### config.mk
export PLATFORM = sky130hd
export DESIGN_NAME = quad_step_decoder
export DESIGN_NICKNAME = d
export VERILOG_FILES = /design/src/rtl/quad_pkg.sv /design/src/rtl/quad_sync.sv /design/src/rtl/quad_xition.sv /design/src/rtl/quad_gate.sv /design/src/rtl/quad_step_decoder.sv
export SDC_FILE = /design/constraint.sdc
export NUM_CORES = 1
export LEC_CHECK = 0
export ABC_CLOCK_PERIOD_IN_PS = 2100
export BUFFER_PORTS_ARGS = -buffer_cell sky130_fd_sc_hd__buf_4
export CAP_MARGIN = 20
export CORE_AREA = 2 2 39 41
export CTS_BUF_LIST = sky130_fd_sc_hd__clkbuf_4
export DETAILED_ROUTE_END_ITERATION = 16
export DIE_AREA = 0 0 41 43
export PLACE_DENSITY = 0.47
export SKIP_CTS_REPAIR_TIMING = 1
export SYNTH_ARGS = -nofsm -noshare
export SYNTH_HDL_FRONTEND = slang
export SYNTH_SLANG_ARGS = --single-unit
export TNS_END_PERCENT = 20
### constraint.sdc
create_clock -name clk -period 2.1 [get_ports clk]
set_input_delay 0.315 -clock clk [delete_from_list [all_inputs] [get_ports clk]]
set_output_delay 0.315 -clock clk [all_outputs]
set_load 0.05 [all_outputs]
### src/rtl/quad_pkg.sv
// Shared types for the quadrature step decoder.
// Assumes phase pairs are carried with A in the upper bit.
package quad_pkg;
    typedef enum logic [1:0] {
        RES_X1  = 2'b00,
        RES_X2  = 2'b01,
        RES_X4  = 2'b10,
        RES_X4B = 2'b11
    } res_mode_e;

    typedef struct packed {
        logic a;
        logic b;
    } phase_t;
endpackage

### src/rtl/quad_sync.sv
// Multi-bit synchronizer: each bit gets its own chain of STAGES flops.
// Assumes the bits are independent (no coherence between bits is implied).
module quad_sync #(
    parameter int STAGES = 2,
    parameter int WIDTH  = 2
) (
    input  logic             clk,
    input  logic             rst_n,
    input  logic [WIDTH-1:0] din,
    output logic [WIDTH-1:0] dout
);
    generate
        for (genvar i = 0; i < WIDTH; i++) begin : g_bit
            logic [STAGES-1:0] chain;
            // Shift the raw bit through the chain; synchronous clear.
            always_ff @(posedge clk) begin
                if (!rst_n) chain <= '0;
                else        chain <= {chain[STAGES-2:0], din[i]};
            end
            assign dout[i] = chain[STAGES-1];
        end
    endgenerate
endmodule

### src/rtl/quad_xition.sv
// Transition classifier: compares the current and previous phase pairs.
// Flags a legal single-phase move, tells whether A or B moved, and gives
// its direction. A double change is reported as not legal.
module quad_xition
    import quad_pkg::*;
(
    input  phase_t cur,
    input  phase_t prev,
    output logic   single_move,
    output logic   a_moved,
    output logic   dir_up
);
    logic a_chg, b_chg, prev_eq;

    // Classify the move and derive its direction from the previous pair.
    always_comb begin
        a_chg       = cur.a ^ prev.a;
        b_chg       = cur.b ^ prev.b;
        prev_eq     = (prev.a == prev.b);
        single_move = a_chg ^ b_chg;
        a_moved     = a_chg & ~b_chg;
        dir_up      = a_moved ? prev_eq : ~prev_eq;
    end
endmodule

### src/rtl/quad_gate.sv
// Resolution gate and output register. Decides whether a legal move
// counts under the selected resolution, then registers a one-cycle enable
// and a held direction. Assumes the classifier inputs settle within a cycle.
module quad_gate
    import quad_pkg::*;
(
    input  logic      clk,
    input  logic      rst_n,
    input  res_mode_e mode,
    input  logic      single_move,
    input  logic      a_moved,
    input  logic      cur_b,
    input  logic      dir_up,
    output logic      step_en,
    output logic      step_up
);
    logic counts;

    // Pick the counting transitions for the selected resolution.
    always_comb begin
        unique case (mode)
            RES_X1:  counts = a_moved & cur_b;
            RES_X2:  counts = a_moved;
            default: counts = single_move;
        endcase
    end

    // Register the pulse; direction only moves with a pulse.
    always_ff @(posedge clk) begin
        if (!rst_n) begin
            step_en <= 1'b0;
            step_up <= 1'b0;
        end else begin
            step_en <= counts;
            if (counts) step_up <= dir_up;
        end
    end
endmodule

### src/rtl/quad_step_decoder.sv
// Top: synchronizes raw A/B, keeps one history pair, classifies each move
// and emits step enable/direction at 1x, 2x or 4x resolution.
// Assumes the phases are asynchronous to clk and change slower than clk.
module quad_step_decoder
    import quad_pkg::*;
#(
    parameter int SYNC_STAGES = 2
) (
    input  logic       clk,
    input  logic       rst_n,
    input  logic       phase_a,
    input  logic       phase_b,
    input  logic [1:0] res_mode,
    output logic       step_en,
    output logic       step_up
);
    localparam int PHASES = $bits(phase_t);

    logic [PHASES-1:0] synced;
    phase_t            cur_ph, prev_ph;
    logic              single_move, a_moved, dir_up;
    res_mode_e         mode;

    quad_sync #(.STAGES(SYNC_STAGES), .WIDTH(PHASES)) u_sync (
        .clk   (clk),
        .rst_n (rst_n),
        .din   ({phase_a, phase_b}),
        .dout  (synced)
    );

    assign cur_ph = phase_t'(synced);
    assign mode   = res_mode_e'(res_mode);

    // History register: always follows the synchronized pair.
    always_ff @(posedge clk) begin
        if (!rst_n) prev_ph <= '0;
        else        prev_ph <= cur_ph;
    end

    quad_xition u_xition (
        .cur         (cur_ph),
        .prev        (prev_ph),
        .single_move (single_move),
        .a_moved     (a_moved),
        .dir_up      (dir_up)
    );

    quad_gate u_gate (
        .clk         (clk),
        .rst_n       (rst_n),
        .mode        (mode),
        .single_move (single_move),
        .a_moved     (a_moved),
        .cur_b       (cur_ph.b),
        .dir_up      (dir_up),
        .step_en     (step_en),
        .step_up     (step_up)
    );
endmodule

; Word-level counts from Yosys, hierarchy flattened
; Index checks and enable logic that the tools add are counted.
; Widths: inputs -> output; s select.
[totals]
regBits = 8
input_bits = 6
[classes]
eq_ne = 2
muxes = 2
n_bitwise = 7
reduce_logical = 1
[op_table]
columns = cell, n
row1 = $xor 1x1->1, 3
row2 = $and 1x1->1, 2
row3 = $eq 2x1->1 const B, 1
row4 = $logic_not 2->1, 1
row5 = $not 1->1, 2
row6 = $pmux 1 s2, 1
row7 = $eq 1x1->1, 1
row8 = $mux 1, 1

; Longest topological paths before layout
[depth]
word_depth = 5
mapped_depth = 5
ltp_nobuf = 5

; Hierarchy
; A second synthesis with hierarchy kept.
[unflattened]
hier_cells = 28
hier_area_um2 = 310.3
[by_module_without_submodules]
columns = mod, instances, cells_per_inst, area_per_inst_um2, seq_area_each_um2
row1 = quad_sync, 1, 10, 120.1, 80.1
row2 = quad_gate, 1, 9, 80.1, 40.0
row3 = quad_xition, 1, 5, 57.6, 0.0
row4 = quad_step_decoder, 1, 4, 52.6, 40.0

; Worst setup path before layout
; No wires, ideal clock.
[synth_path]
path_kind = register to register
start = register prev_ph[1] (netlist bit)
end = register u_gate.step_up
t_arrival_ns = 1.180
path_slack_ns = 0.836
path_stages_with_launch = 6
path_buffers = 0
path_cell_list = dfxtp_1 > xor2_1 > ha_1 > nand2b_1 > o21a_1 > o31ai_2
[synth_between]
elab_chain_len = 4
elab_cells_between_ends = 8
cone_classes = eq/ne (1) / mux (2) / bitwise (5)
[synth_lines]
columns = item, line
row1 = from (decl), quad_step_decoder.sv:20  ; phase_t cur_ph, prev_ph;
row2 = from (signal assigned), quad_step_decoder.sv:37  ; else prev_ph <= cur_ph;
row3 = $xor 1x1->1, quad_xition.sv:17  ; a_chg = cur.a ^ prev.a;
row4 = $and 1x1->1, quad_xition.sv:21  ; a_moved = a_chg & ~b_chg;
row5 = $and 1x1->1, quad_gate.sv:22  ; RES_X1: counts = a_moved & cur_b;
row6 = $pmux 1 s2, quad_gate.sv:21  ; unique case (mode)
row7 = to (signal assigned), quad_gate.sv:35  ; if (counts) step_up <= dir_up;
row8 = to (decl), quad_gate.sv:15  ; output logic step_up
; Parallel ways exist; a longest one is shown, timed or not.
; A chain may end at the register's enable or synchronous reset.

; Worst setup path in the final report
; Ends and elaborated chain as after synthesis.

==> results.json <==
{
  "io_pins": 8,
  "cts_tree": "done",
  "ys_seq_area_frac": 0.547,
  "crit_start": "prev_ph[1]",
  "drc": 0,
  "relSlewSlack": 0.843,
  "avgViaCountPerCell": 4.02,
  "drt_iter0_markers": 6,
  "std_cell_rows": 14,
  "post-route-min-period_ps": 1340,
  "p_leak_nw": 0.172,
  "cap_violations": 0,
  "grt_pass1_vias": 189,
  "first_pass_iters": 2,
  "coreArea_sq_um": 1380,
  "path_max_fanout": 2,
  "cp-start-kind": "flip-flop",
  "grt_pass1_wl_microns": 752,
  "dr_total_vias": 209,
  "clock.fmax_mhz": 746,
  "synth_seq_cells": 8,
  "setup-tns-final_ps": 0,
  "post-place-ws_ps": 755,
  "synthCells": 26,
  "rsz0062_at_grt": "false",
  "tightest_slew_ps": 234,
  "instances_no_fill": 52,
  "diodes": 0,
  "worstSkewPairLatency_ps": 250,
  "worstHoldStart": "phase_a",
  "cts_buffer_depth": 2,
  "holdWs_ps": 275,
  "clk_pin_slew_ps": 50,
  "h-tree-depth": 1,
  "placed_area_sq_um": 365,
  "worstPathCellList": "xor2_1, ha_1, nand2b_1, o21a_1, o31ai_2",
  "hold_viol_final": 0,
  "reg2reg_depth": 5,
  "die_w_microns": 41,
  "start_util": 0.212,
  "syn-num-nets": 33,
  "vdd_drop_max_mv": 0.279,
  "critPathTopFamily": "compound AO/OA/AOI/OAI gates",
  "grt_usage": 0.0686,
  "final_util": 0.280,
  "ys_types": 12,
  "hp-class": "input pin to flip-flop",
  "critical_path_arrival_ps": 1510,
  "cts_root_buf": "clkbuf_4",
  "drt-total-wl_microns": 459,
  "post-route-cell-area_sq_um": 388,
  "r2r_slack_ps": 760,
  "report.final.slew_viol_count": 0,
  "placed_cells": 49,
  "port_buffers": 7,
  "power_density_nw_per_um2": 804,
  "critical_path_class": "flip-flop to flip-flop",
  "grt_max_degree": 9,
  "yosysWarnings": 0,
  "die_h_microns": 43,
  "r2r-end": "u_gate.step_up",
  "cpPeakStageDelay_ps": 320,
  "syn-cell-area_sq_um": 293,
  "outcome": "finished clean",
  "cts.sinks": 8,
  "skew_ps": 2.12,
  "gp_congestion": 0.602,
  "post-route-period-util": 0.638,
  "die-area_sq_um": 1760,
  "cts_buffers": 3,
  "finalSetupViolCount": 0,
  "routedWlPerCell_microns": 8.83,
  "cp-end-kind": "flip-flop",
  "hold_depth": 2,
  "overflow": 0,
  "nNetsFinal": 45,
  "timing.rr.start": "prev_ph[1]",
  "cp.required_ps": 2270,
  "grt_antenna_before_repair": 0,
  "slowest_stage": "dfxtp_1",
  "area.growth.synth_to_final_pct": 32.5,
  "worst_slack_ps": 760,
  "worst-path-buf-inv": 0,
  "ant_nets": 0,
  "drive_gt1_frac": 0.306,
  "p_total_mw": 0.312,
  "avgSynthCellArea_sq_um": 11.3,
  "min_to": "u_sync.g_bit[1].chain[0]"
}
==> power breakdown <==
group	internal (mW)	switching [mW]	total, mW	leakage [nW]
Clock	0.0651	0.0476	0.113	0.0138
Sequential	0.159	0.00304	0.162	0.0656
Combinational	0.0182	0.0193	0.0376	0.0929
Total	0.242	0.0699	0.312	0.172
==> synthesized netlist by cell type <==
cell,count,share of area
nor2_1,1,0.013
xor2_1,2,0.060
o21ai_0,1,0.017
and2_1,6,0.13
dfxtp_1,8,0.55
o21a_1,1,0.026
xnor2_1,2,0.060
ha_1,1,0.043
o2111ai_1,1,0.030
inv_1,1,0.013
nand2b_1,1,0.021
o31ai_2,1,0.043
==> kinds of logic after synthesis <==
| logic type | synth area share |
|---|---|
| compound gates | 0.115 |
| fa+ha+maj | 0.0427 |
| simple gates | 0.162 |
| buf+inv | 0.0128 |
| flops | 0.547 |
| xor+xnor | 0.120 |
==> state kept, by name (all words and copies together) (netlist names) <==
signal	cells
u_gate.step_en	1
prev_ph	2
u_sync.g_bit.chain	4
u_gate.step_up	1
==> layout make-up <==
class | count | area, sq um
fill | 156 | 996
timing repair buffer | 7 | 52.6
clock buffer | 3 | 22.5
multi-input combinational | 17 | 129
sequential | 8 | 160
inverter | 1 | 3.75
tap | 16 | 20.0
==> per-layer routing <==
| layer | wire (microns) | GRT usage |
|---|---|---|
| met5 | 0 | 0 |
| met3 | 39 | 0.0471 |
| met4 | 0 | 0.0600 |
| met2 | 223 | 0.0813 |
| met1 | 195 | 0.0784 |
==> worst register-to-register path, cell delays in order, from the launching register on <==
cell and delay (ps):
dfxtp_1 320, xor2_1 160, ha_1 290, nand2b_1 160, o21a_1 130, o31ai_2 200
==> placed cells by master, fill, tap and decap left out, drive strengths merged <==
cell type,count
dfxtp,8
buf,7
and2,6
clkbuf,3
xnor2,2
xor2,2
inv,1
o21ai,1
nand2b,1
o21a,1
o2111ai,1
o31ai,1
nor2,1
ha,1
==> how the worst max path moves through the flow <==
stage	cells after the start	slack, ps	to
floorplan	5	840	u_gate.step_up
global placement	5	810	u_gate.step_up
detailed placement	5	750	u_gate.step_up
CTS	5	750	u_gate.step_up
global route	5	650	u_gate.step_up
finish	5	760	u_gate.step_up
Note: power is estimated with default switching activity, not from simulation.
